$ cat config.mk
export PLATFORM = sky130hd
export DESIGN_NAME = card_clk_div
export DESIGN_NICKNAME = d
export VERILOG_FILES = /design/src/rtl/card_clk_div_pkg.sv /design/src/rtl/card_clk_div_sel.sv /design/src/rtl/card_clk_div_cnt.sv /design/src/rtl/card_clk_div_out.sv /design/src/rtl/card_clk_div.sv
export SDC_FILE = /design/constraint.sdc
export NUM_CORES = 1
export LEC_CHECK = 0
export BUFFER_PORTS_ARGS = -buffer_cell sky130_fd_sc_hd__buf_2
export CAP_MARGIN = 20
export CORE_UTILIZATION = 45
export DETAILED_ROUTE_END_ITERATION = 6
export GPL_TIMING_DRIVEN = 0
export SYNTH_ARGS = -nofsm -noshare
export SYNTH_HDL_FRONTEND = slang
export SYNTH_HIERARCHICAL = 1
export SYNTH_SLANG_ARGS = --single-unit
export TNS_END_PERCENT = 10
$ cat constraint.sdc
create_clock -name clk_i -period 3.56 [get_ports clk_i]
set_clock_uncertainty 0.1 [all_clocks]
set_input_delay 0.712 -clock clk_i [delete_from_list [all_inputs] [get_ports clk_i]]
set_output_delay 0.712 -clock clk_i [all_outputs]
set_load 0.005 [all_outputs]
$ cat src/rtl/card_clk_div_pkg.sv
package card_clk_div_pkg;
  localparam int unsigned SEL_W = 4;
  localparam logic [SEL_W-1:0] BYP_CODE = '1;

  typedef struct packed {
    logic             byp;
    logic [SEL_W-1:0] n;
  } div_cfg_t;
endpackage

$ cat src/rtl/card_clk_div_sel.sv
module card_clk_div_sel
  import card_clk_div_pkg::*;
#(
  parameter int unsigned MAX_CODE = 8,
  parameter int unsigned RST_CODE = 7
) (
  input  logic             clk_i,
  input  logic             rst_ni,
  input  logic [SEL_W-1:0] div_sel_i,
  input  logic             byp_ok_i,
  input  logic             boundary_i,
  output div_cfg_t         cfg_o
);
  div_cfg_t dec, cfg_q;

  always_comb begin
    dec = '0;
    if (div_sel_i == BYP_CODE && byp_ok_i) begin
      dec.byp = 1'b1;
      dec.n   = SEL_W'(MAX_CODE);
    end else if (div_sel_i <= SEL_W'(MAX_CODE)) begin
      dec.n = div_sel_i;
    end else begin
      dec.n = SEL_W'(MAX_CODE);
    end
  end

  always_ff @(posedge clk_i or negedge rst_ni) begin
    if (!rst_ni) begin
      cfg_q.byp <= 1'b0;
      cfg_q.n   <= SEL_W'(RST_CODE);
    end else if (boundary_i) begin
      cfg_q <= dec;
    end
  end

  assign cfg_o = cfg_q;


  sel_hold_chk: assert property (@(posedge clk_i) disable iff (!rst_ni)
    !$stable(cfg_q) |-> $past(boundary_i));


  always_comb begin
    n_range_chk: assert (!rst_ni || cfg_q.n <= SEL_W'(MAX_CODE));
  end
endmodule

$ cat src/rtl/card_clk_div_cnt.sv
module card_clk_div_cnt
  import card_clk_div_pkg::*;
#(
  parameter int unsigned MAX_CODE = 8
) (
  input  logic             clk_i,
  input  logic             rst_ni,
  input  logic             en_i,
  input  logic             byp_i,
  input  logic [SEL_W-1:0] n_i,
  output logic             div_o,
  output logic             boundary_o,
  output logic             stb_o
);
  localparam int unsigned CNT_W = (MAX_CODE > 0) ? MAX_CODE : 1;

  logic [CNT_W-1:0] cnt_q;
  logic [CNT_W:0]   half;
  logic             div_q, wrap;

  assign half = (CNT_W+1)'(1) << n_i;
  assign wrap = ({1'b0, cnt_q} == half - (CNT_W+1)'(1));

  always_ff @(posedge clk_i or negedge rst_ni) begin
    if (!rst_ni) begin
      cnt_q <= '0;
      div_q <= 1'b0;
    end else if (!en_i || byp_i) begin
      cnt_q <= '0;
      div_q <= 1'b0;
    end else if (wrap) begin
      cnt_q <= '0;
      div_q <= ~div_q;
    end else begin
      cnt_q <= cnt_q + CNT_W'(1);
    end
  end

  // period ends as the high phase closes
  assign boundary_o = !en_i || byp_i || (wrap && div_q);
  assign stb_o      = en_i && (byp_i || (wrap && !div_q));
  assign div_o      = div_q;


  dis_hold_chk: assert property (@(posedge clk_i) disable iff (!rst_ni)
    !en_i |=> (!div_q && cnt_q == '0));


  stb_rise_chk: assert property (@(posedge clk_i) disable iff (!rst_ni)
    (stb_o && !byp_i) |=> ($rose(div_q)));


  byp_idle_chk: assert property (@(posedge clk_i) disable iff (!rst_ni)
    byp_i |=> !div_q);


  cnt_bound_chk: assert property (@(posedge clk_i) disable iff (!rst_ni)
    {1'b0, cnt_q} < half);
endmodule

$ cat src/rtl/card_clk_div_out.sv
module card_clk_div_out (
  input  logic clk_i,
  input  logic rst_ni,
  input  logic en_i,
  input  logic byp_i,
  input  logic div_i,
  output logic clk_o
);
  logic byp_nq;

  // retime on falling edge so the mux switches while clk_i is low
  always_ff @(negedge clk_i or negedge rst_ni) begin
    if (!rst_ni) byp_nq <= 1'b0;
    else         byp_nq <= byp_i && en_i;
  end

  assign clk_o = byp_nq ? clk_i : div_i;


  byp_off_chk: assert property (@(negedge clk_i) disable iff (!rst_ni)
    !en_i |=> !byp_nq);
endmodule

$ cat src/rtl/card_clk_div.sv
module card_clk_div
  import card_clk_div_pkg::*;
#(
  parameter int unsigned MAX_CODE = 8,
  parameter int unsigned RST_CODE = 7
) (
  input  logic             clk_i,
  input  logic             rst_ni,
  input  logic             clk_en_i,
  input  logic [SEL_W-1:0] div_sel_i,
  input  logic             byp_ok_i,
  output logic             clk_o,
  output logic             rise_stb_o
);
  div_cfg_t cfg;
  logic     boundary, div_q;

  card_clk_div_sel #(.MAX_CODE(MAX_CODE), .RST_CODE(RST_CODE)) u_sel (
    .clk_i, .rst_ni, .div_sel_i, .byp_ok_i,
    .boundary_i (boundary),
    .cfg_o      (cfg)
  );

  card_clk_div_cnt #(.MAX_CODE(MAX_CODE)) u_cnt (
    .clk_i, .rst_ni,
    .en_i       (clk_en_i),
    .byp_i      (cfg.byp),
    .n_i        (cfg.n),
    .div_o      (div_q),
    .boundary_o (boundary),
    .stb_o      (rise_stb_o)
  );

  card_clk_div_out u_out (
    .clk_i, .rst_ni,
    .en_i  (clk_en_i),
    .byp_i (cfg.byp),
    .div_i (div_q),
    .clk_o
  );


  rst_low_chk: assert property (@(posedge clk_i)
    !rst_ni |-> (!clk_o && !rise_stb_o));
endmodule

After elaboration in Yosys (flattened, before gate mapping)
Index checks and enable logic that the tools add are counted.
{"block": "op_classes", "order_cmp": 1, "muxes": 8, "n_addsub": 2, "bitwise": 1, "n_reduce_logical": 11, "n_shift": 1, "n_eq_ne": 2}
{"op": "8-bit 2-to-1 mux", "n": 2}
{"op": "8-bit by 9-bit == test with 1-bit output", "n": 1}
{"op": "1-bit by 4-bit left shift with 9-bit output (first input constant)", "n": 1}
{"op": "9-bit by 1-bit subtractor with 9-bit output (second input constant)", "n": 1}
{"op": "8-bit by 1-bit adder with 8-bit output (second input constant)", "n": 1}
{"op": "4-bit 2-to-1 mux", "n": 2}
{"op": "1-bit logical AND", "n": 5}
{"op": "4-bit == test (second input constant)", "n": 1}
{"op": "4-bit less-or-equal comparator (second input constant)", "n": 1}
{"op": "1-bit 2-to-1 mux", "n": 4}
{"op": "1-bit logical OR", "n": 3}
{"op": "1-bit logical NOT", "n": 2}
{"op": "2-bit nonzero test", "n": 1}
{"op": "1-bit inverter", "n": 1}
{"block": "word_totals", "ff_bits": 15, "input_bits": 8, "wordCells": 31, "out_inout_bits": 2}

Depth between registers and ports, before layout
Gate-level depths: netlist of run 1.
{"block": "logic_depth", "word_depth": 6, "ltp_mapped": 13, "depth_no_buf": 10}

Hierarchy
The synthesis of run 1 kept the hierarchy.
{"module": "card_clk_div_cnt", "instances": 1, "area_per_inst_um2": 842.1, "seq_area_each_um2": 225.2, "cells_each": 97}
{"module": "card_clk_div_sel", "instances": 1, "area_per_inst_um2": 224.0, "seq_area_each_um2": 128.9, "cells_each": 20}
{"module": "card_clk_div_out", "instances": 1, "area_per_inst_um2": 46.3, "seq_area_each_um2": 25.0, "cells_each": 3}

==> results of run 1 <==
-- worst paths after layout --
path                                   to  cells past startpoint
min                        u_cnt/cnt_q[3]                      1
min reg2reg                u_sel/cfg_o[0]                      2
min in group clk_i         u_sel/cfg_o[0]                      2
max reg2reg                u_sel/cfg_o[3]                     13
max in group asynchronous    u_out/byp_nq                      1
max                                 clk_o                      2
-- area by class of cell --
cell class / instances / area, sq um
clock buffer: 7 / 56.3
inverter: 9 / 33.8
fill: 208 / 986
sequential: 15 / 379
buffer: 7 / 56.3
multi-input combinational: 89 / 677
tap: 28 / 35.0
clock inverter: 1 / 5.00
timing repair buffer: 9 / 47.5
-- cell usage after synthesis (all sizes together), types with 4 or more instances --
master | instances | area [sq um]
o21ai | 6 | 30.0
xor2 | 6 | 52.6
nand3 | 10 | 50.1
nor2 | 9 | 33.8
nand2 | 10 | 37.5
inv | 9 | 33.8
xnor2 | 4 | 35.0
dfrtp | 11 | 275
buf | 7 | 50.1
-- sequential cells by signal, summed over array words and instances, names as in the netlist --
signal and flops:
u_out/byp_nq 1, u_cnt/div_o 1, u_cnt/cnt_q 8, u_sel/cfg_o 5
-- stage by stage --
stage          total power, mW  hold slack (ps)  cells
3_5_place_dp             0.318              369    157
3_3_place_gp             0.314              371    157
4_1_cts                  0.476              111    165
2_1_floorplan            0.290              316    120
5_1_grt                  0.502              116    165
6_report                 0.469              111    165
-- metal layers --
layer / part of all wire (%) / global-route usage [%] / up-vias / wire length, microns
met5: 0 / 0 / - / 0
met4: 0.86 / 9.46 / 0 / 20
met3: 2.8 / 7.31 / 2 / 64
met2: 46 / 29.2 / 11 / 1060
met1: 51 / 30.3 / 452 / 1180
li1: - / - / 456 / -
-- worst max-delay path: cells and delay by family, from the launching register on --
family	cells	cell delay [ps]
multiplexers	1	300
buffers and inverters	1	110
flip-flops	1	410
-- placed cells by master (no fill, tap or decap), types with 3 or more instances in the layout --
master | Yosys | final
buf_2 | 4 | 11
dfrtp_1 | 11 | 11
nand2_1 | 10 | 10
nand3_1 | 10 | 10
inv_1 | 9 | 9
nor2_1 | 9 | 9
clkbuf_4 | 0 | 6
xor2_1 | 6 | 6
buf_6 | 2 | 4
xnor2_1 | 4 | 4
o21ai_0 | 4 | 4
a21o_1 | 3 | 3
a21oi_1 | 3 | 3
and3_1 | 3 | 3
nand3b_1 | 3 | 3
dfstp_2 | 3 | 3
-- repair_timing --
item | in CTS | in global routing
resized for setup | 6 | 1
hold buffers | 0 | 0
buffers inserted | 1 | 0
pin swaps | 5 | 0
cloned | 0 | 0
setup endpoints to repair | 2 | 2
-- power groups by stage --
stage / Clock (mW) / Sequential (mW) / Combinational [mW]
final: 0.143 / 0.188 / 0.137
after CTS: 0.151 / 0.189 / 0.136
after floorplan: 0.00103 / 0.189 / 0.0997
after global placement: 0.00125 / 0.191 / 0.122
after global routing: 0.162 / 0.190 / 0.150
after detailed placement: 0.00125 / 0.192 / 0.125
-- cell families after synthesis --
kind of cell,after synthesis,synth area share [%]
xor gates and xnor gates,10,7.87
and+or+nand+nor,48,24.5
AOI/OAI and AO/OA,26,20.1
buffers and inverters,16,7.54
muxes,3,3.60
adders and majority gates,2,2.25
DFF,15,34.1
==> results.toml, run 1 <==
[sta]
hold_viol = 0
tightest_slew_ps = 341
rsz0062_at_grt = "yes"
fin_ws_ps = -251
drv_slew = 0
finalSetupTns_ps = -348
slew_headroom_pct = 77.3
setup_violations = 2

[critical_path]
worstPathArrival_ps = 3000
slowest_stage = "dfrtn_1"
worstPathCellList = "mux2_4 -> buf_6"
cp_max_fo = 1
cp-start-kind = "flip-flop"
critical_path_class = "reg -> out"
crit_path_max_incr_delay_ps = 410
endpoint_kind = "primary output"
r2r-start = "u_sel/cfg_o[3]"
cp.required_ps = 2750
cp-startpoint = "u_out/byp_nq"
r2r_slack_ps = 390

[placed_design]
portBuffers = 9
place_area_sq_um = 1190
pre_cts_ws_ps = 20.0
gp_congestion = 0.807
dp_hpwl_microns = 1690

[routing]
drc_errors = 0
vias = 921
ant_nets = 0
wl_microns = 2330
drt_iter0_markers = 34
dr.pass1.iters = 4
viasPerCell = 5.58
wl_per_cell_microns = 14.1

[cells_and_area]
final_area_sq_um = 1290
layout-drive-gt1-share_pct = 29.2
num_antenna_cells = 0
syn2layout_area_growth_pct = 16.0
nets = 148
utilization_pct = 56.7

[flow_run]
max_cap_violations = 0

[synthesis]
avgSynthCellArea_sq_um = 9.27
synth_cell_type_count = 43
syn_nets = 130
synth_area_sq_um = 1110
async_flop_share_pct = 100
ys_seq_elements = 15
ys.flop_type = "dfrtp_1"
synth_edf_count = 0
synthesis.instances = 120
yosys_warnings = 6
ys_seq_area_share_pct = 34.1

[power_and_ir_drop]
p_leak_nw = 0.572
internal-power_mw = 0.323
ir_drop_v = 0.000233
power_frac_clock_pct = 30.5
power_switching_mw = 0.146
p_sw_share_pct = 31.1
pwr_density_cell_nw_per_um2 = 363
pwr-share-seq_pct = 40.2
pwr-share-comb_pct = 29.3

[floorplan]
num_io_pins = 10
die_y_microns = 51.7
rows = 17
initial_core_util_pct = 48.9
core_sq_um = 2280
dieWidth_microns = 51.7
die_area_sq_um = 2670

[run_status]
failed_checks = "negative setup slack"
outcome = "finished with violations"

[grt]
grt_pass1_vias = 862
grt_pass1_wl_microns = 4020
antenna_found_initial = 0
grt_max_degree = 16
track_usage_pct = 21.5
grt_overflow = 0

[cts]
clk_latency_ps = 390
cts_tree = "built"
path_clk_slew_ps = 90

[worst_hold_path]
hp-class = "in -> async"
Note: power is estimated with default switching activity, not from simulation.
==> run 2: changes to the inputs <==
--- a/config.mk
+++ b/config.mk
@@ -7,6 +7,7 @@
 export LEC_CHECK = 0
 export BUFFER_PORTS_ARGS = -buffer_cell sky130_fd_sc_hd__buf_2
 export CAP_MARGIN = 20
+export CORE_MARGIN = 3
 export CORE_UTILIZATION = 45
 export DETAILED_ROUTE_END_ITERATION = 6
 export GPL_TIMING_DRIVEN = 0
==> run 2 against run 1 <==
Utilization increased by 0.11 points. Final area rose by 0.19%. Clock power is 3% higher. Global-route usage is 3.7 points lower. Final cell count did not move. Worst hold slack better by 1.2 ps. Die area increased by 16%. Critical endpoint unchanged. Sequential power is essentially flat. The run still ends with negative setup slack left. Sequential cell count did not move. Critical path type unchanged. Register-to-register slack improved by 80 ps. Wire length rose by 2.6%. Via count fell by 1.5%.
==> results.toml, run 2 (synthesis results as in run 1) <==
[critical_path]
cp.required_ps = 2750
cp-start-kind = "flip-flop"
cp-startpoint = "u_out/byp_nq"
worstPathArrival_ps = 3010
r2r-start = "u_sel/cfg_o[3]"
critical_path_class = "reg -> out"
endpoint_kind = "primary output"
cp_max_fo = 1

[floorplan]
core_sq_um = 2280
dieWidth_microns = 55.7
die_y_microns = 55.7
die_area_sq_um = 3100
num_io_pins = 10
rows = 17
initial_core_util_pct = 48.9

[routing]
ant_nets = 0
viasPerCell = 5.50
drt_iter0_markers = 41
vias = 907
wl_microns = 2390
drc_errors = 0
dr.pass1.iters = 3
wl_per_cell_microns = 14.5

[worst_hold_path]
hp-class = "in -> async"

[cells_and_area]
nets = 148
syn2layout_area_growth_pct = 16.2
largest_reg_flops = 8
num_antenna_cells = 0
regMostFlops = "u_cnt/cnt_q"
nFillCells = 211
mostFrequentLayoutCells = "buf_2, dfrtp_1, nand2_1, nand3_1"
utilization_pct = 56.8
layout-drive-gt1-share_pct = 28.5

[sta]
drv_slew = 0
tightest_slew_ps = 341
fin_ws_ps = -262
hold_viol = 0
setup_violations = 2
rsz0062_at_grt = "yes"
slew_headroom_pct = 77.2

[grt]
antenna_found_initial = 0
use_met1_pct = 23.5
busiest_layer = "met2"
grt_max_degree = 16
grt_pass1_wl_microns = 4250
grt_use_met2_pct = 25.5
grt_pass1_vias = 968
use_met3_pct = 5.10
grt_overflow = 0
track_usage_pct = 17.7

[run_status]
failed_checks = "negative setup slack"
outcome = "finished with violations"

[power_and_ir_drop]
pwr_density_cell_nw_per_um2 = 367
power_mw = 0.474
p_leak_nw = 0.571
ir_drop_v = 0.000260

[placed_design]
portBuffers = 9
gp_congestion = 0.842
dp_hpwl_microns = 1720

[cts]
cts_tree = "built"
clk_latency_ps = 390
path_clk_slew_ps = 90

[flow_run]
max_cap_violations = 0
-- run 2: cell count changes in the layout (fill, tap and decap cells not counted) --
cell | previous run | this run
clkinv_2 | 1 | 0
buf_6 | 4 | 5
buf_4 | 2 | 1
clkbuf_1 | 0 | 1
-- run 2: final cells by class --
type / count / area, sq um / share of cell area [%]
inverter: 9 / 33.8 / 2.61
multi-input combinational: 89 / 677 / 52.4
sequential: 15 / 379 / 29.3
buffer: 7 / 60.1 / 4.65
timing repair buffer: 9 / 47.5 / 3.68
tap: 28 / 35.0 / 2.71
clock buffer: 8 / 60.1 / 4.65
-- run 2: layer usage --
| layer | share of wire, % | wire length, microns | up-vias |
|---|---|---|---|
| met1 | 49 | 1160 | 444 |
| met3 | 2.6 | 62 | 3 |
| met4 | 0.59 | 14 | 0 |
| met5 | 0 | 0 | - |
| met2 | 48 | 1150 | 7 |
| li1 | - | - | 453 |
-- run 2: where the power goes --
group          leakage, nW  total [mW]  switching (mW)  internal, mW
logic                0.336       0.139          0.0742        0.0643
registers            0.194       0.189         0.00867         0.180
clock network       0.0413       0.147          0.0648        0.0817
-- run 2: final timing paths --
path	end	slack, ps	depth (start not counted)
worst max-delay path	clk_o	-260	2
max in group asynchronous	u_out/byp_nq	1310	1
worst max register to register	u_sel/cfg_o[3]	470	13
worst min register to register	u_sel/cfg_o[0]	390	2
min in group clk_i	u_sel/cfg_o[0]	390	2
worst min-delay path	u_cnt/cnt_q[1]	110	1
-- run 2: worst max-delay path: stages (launching register included) --
cell	delay (ps)
dfrtn_1	420
mux2_4	300
buf_6	110
-- run 2: metrics by stage --
step / setup WS [ps] / hold slack [ps] / instances / cell area (sq um) / TNS [ps]
after global routing: -317 / 109 / 165 / 1290 / -541
final: -262 / 112 / 165 / 1290 / -271
after global placement: 78.1 / 372 / 157 / 1190 / 0
after detailed placement: 75.9 / 378 / 157 / 1190 / 0
after floorplan: 287 / 316 / 120 / 1110 / 0
after CTS: -284 / 113 / 165 / 1290 / -288
-- run 2: what timing repair did --
item / in CTS / in global routing
setup buffers: 1 / 0
pin swaps: 5 / 0
gates resized for setup: 8 / 0
hold buffers: 0 / 0
endpoints found under the setup margin: 2 / 2
hold endpoints to repair: 0 / 0
==> run 3: changes to the inputs <==
--- a/config.mk
+++ b/config.mk
@@ -5,11 +5,12 @@
 export SDC_FILE = /design/constraint.sdc
 export NUM_CORES = 1
 export LEC_CHECK = 0
-export BUFFER_PORTS_ARGS = -buffer_cell sky130_fd_sc_hd__buf_2
 export CAP_MARGIN = 20
 export CORE_MARGIN = 3
 export CORE_UTILIZATION = 45
+export CTS_CLUSTER_DIAMETER = 40
 export DETAILED_ROUTE_END_ITERATION = 6
+export DONT_BUFFER_PORTS = 1
 export GPL_TIMING_DRIVEN = 0
 export SYNTH_ARGS = -nofsm -noshare
 export SYNTH_HDL_FRONTEND = slang
==> run 3 against run 2 <==
First-iteration DRC count is 88% lower. Combinational power shrank 9%. Final area fell by 4.0%. The run still ends with negative setup slack left. Clock power decreased by 4%. Critical path depth fell by 1. Sequential power barely moved. Critical endpoint unchanged. Largest power group unchanged. Global-route usage decreased by 1.4 points. Register-to-register slack got worse by 50 ps. Largest cell class unchanged.
==> results.toml, run 3 (synthesis results as in run 1) <==
[run_status]
outcome = "finished with violations"
failed_checks = "negative setup slack"

[critical_path]
cp-startpoint = "u_out/byp_nq"
worstPathCellList = "mux2_4"
cp.required_ps = 2750
cp_max_fo = 1
crit_path_max_incr_delay_ps = 410
cp-start-kind = "flip-flop"
path_depth = 1
cp_num_buf_inv = 0
slowest_stage = "dfrtn_1"
endpoint_kind = "primary output"
crit_family = "flip-flops"
r2r-start = "u_sel/cfg_o[3]"
worstPathArrival_ps = 2890
r2r_cells = 13
critical_path_class = "reg -> out"

[cells_and_area]
regMostFlops = "u_cnt/cnt_q"
layout-drive-gt1-share_pct = 24.0
utilization_pct = 54.5
num_antenna_cells = 0
stdcell_count = 157
largest_reg_flops = 8
nets = 140
layout_commonest_cell = "dfrtp_1"
mostFrequentLayoutCells = "dfrtp_1, nand2_1, nand3_1, inv_1, nor2_1"
syn2layout_area_growth_pct = 11.6

[power_and_ir_drop]
power_frac_clock_pct = 30.9
power_switching_mw = 0.136
pwr_density_cell_nw_per_um2 = 368
internal-power_mw = 0.320
p_sw_share_pct = 29.9
power_mw = 0.456
ir_drop_v = 0.000263
p_leak_nw = 0.534
pwr-share-seq_pct = 41.4
pwr-share-comb_pct = 27.7

[placed_design]
pre_cts_ws_ps = 131
portBuffers = 0
dp_hpwl_microns = 1640
gp_congestion = 0.775
dp.cells = 148

[cts]
cts_tree = "built"
path_clk_slew_ps = 90
clk_latency_ps = 380

[grt]
grt_pass1_wl_microns = 3930
grt_pass1_vias = 902
antenna_found_initial = 0
grt_overflow = 0
track_usage_pct = 16.3
grt_max_degree = 12

[sta]
setup_violations = 1
rsz0062_at_grt = "yes"
tightest_slew_ps = 514
drv_slew = 0
hold_viol = 0
fin_ws_ps = -139
slew_headroom_pct = 65.6
fin_hold_ws_ps = 60.5

[routing]
vias = 879
drc_errors = 0
viasPerCell = 5.60
wl_per_cell_microns = 14.2
ant_nets = 0
dr.pass1.iters = 4
wl_microns = 2230
drt_iter0_markers = 5

[floorplan]
initial_core_util_pct = 48.9
num_io_pins = 10
dieWidth_microns = 55.7
core_sq_um = 2280
rows = 17
die_area_sq_um = 3100
die_y_microns = 55.7

[flow_run]
max_cap_violations = 0

[worst_hold_path]
hp-class = "in -> async"
-- run 3: final cells by class --
type                            count  area, sq um
Timing Repair Buffer                2         17.5
Fill cell                         221         1030
Inverter                            9         33.8
Clock buffer                        7         48.8
Sequential cell                    15          379
Tap cell                           28         35.0
Multi-Input combinational cell     89          671
Buffer                              7         56.3
-- run 3: metal layers --
layer  GRT usage, %  wire length, microns  vias up
met5              0                     0        -
met4           10.8                    40        0
met3           6.26                    85        7
met2           23.5                  1060       11
met1           20.1                  1050      420
li1               -                     -      441
-- run 3: through the flow --
step	setup TNS, ps	area [sq um]
6_report	-139	1240
5_1_grt	-313	1240
4_1_cts	-160	1240
3_5_place_dp	0	1150
3_3_place_gp	0	1150
2_1_floorplan	0	1110
-- run 3: final timing paths --
| check | endpoint | slack (ps) |
|---|---|---|
| worst max-delay path | clk_o | -140 |
| worst min-delay path | u_sel/cfg_o[2] | 60 |
| worst max register to register | u_sel/cfg_o[3] | 420 |
| worst min register to register | u_sel/cfg_o[0] | 380 |
| max in group asynchronous | u_out/byp_nq | 1690 |
| min in group clk_i | u_sel/cfg_o[0] | 350 |
-- run 3: what timing repair did --
item | 4_1_cts | 5_1_grt
endpoints found under the setup margin | 2 | 2
setup buffers | 1 | 0
hold buffers | 1 | 0
hold endpoints to repair | 11 | 0
pin swaps | 3 | 0
resized for setup | 6 | 0
gates cloned | 0 | 0
-- run 3: power groups by stage --
stage | Combinational, mW | Sequential (mW) | Clock, mW
6_report | 0.126 | 0.189 | 0.141
5_1_grt | 0.141 | 0.190 | 0.159
4_1_cts | 0.127 | 0.189 | 0.147
3_5_place_dp | 0.116 | 0.192 | 0.00103
3_3_place_gp | 0.114 | 0.192 | 0.00103
2_1_floorplan | 0.0997 | 0.189 | 0.00103
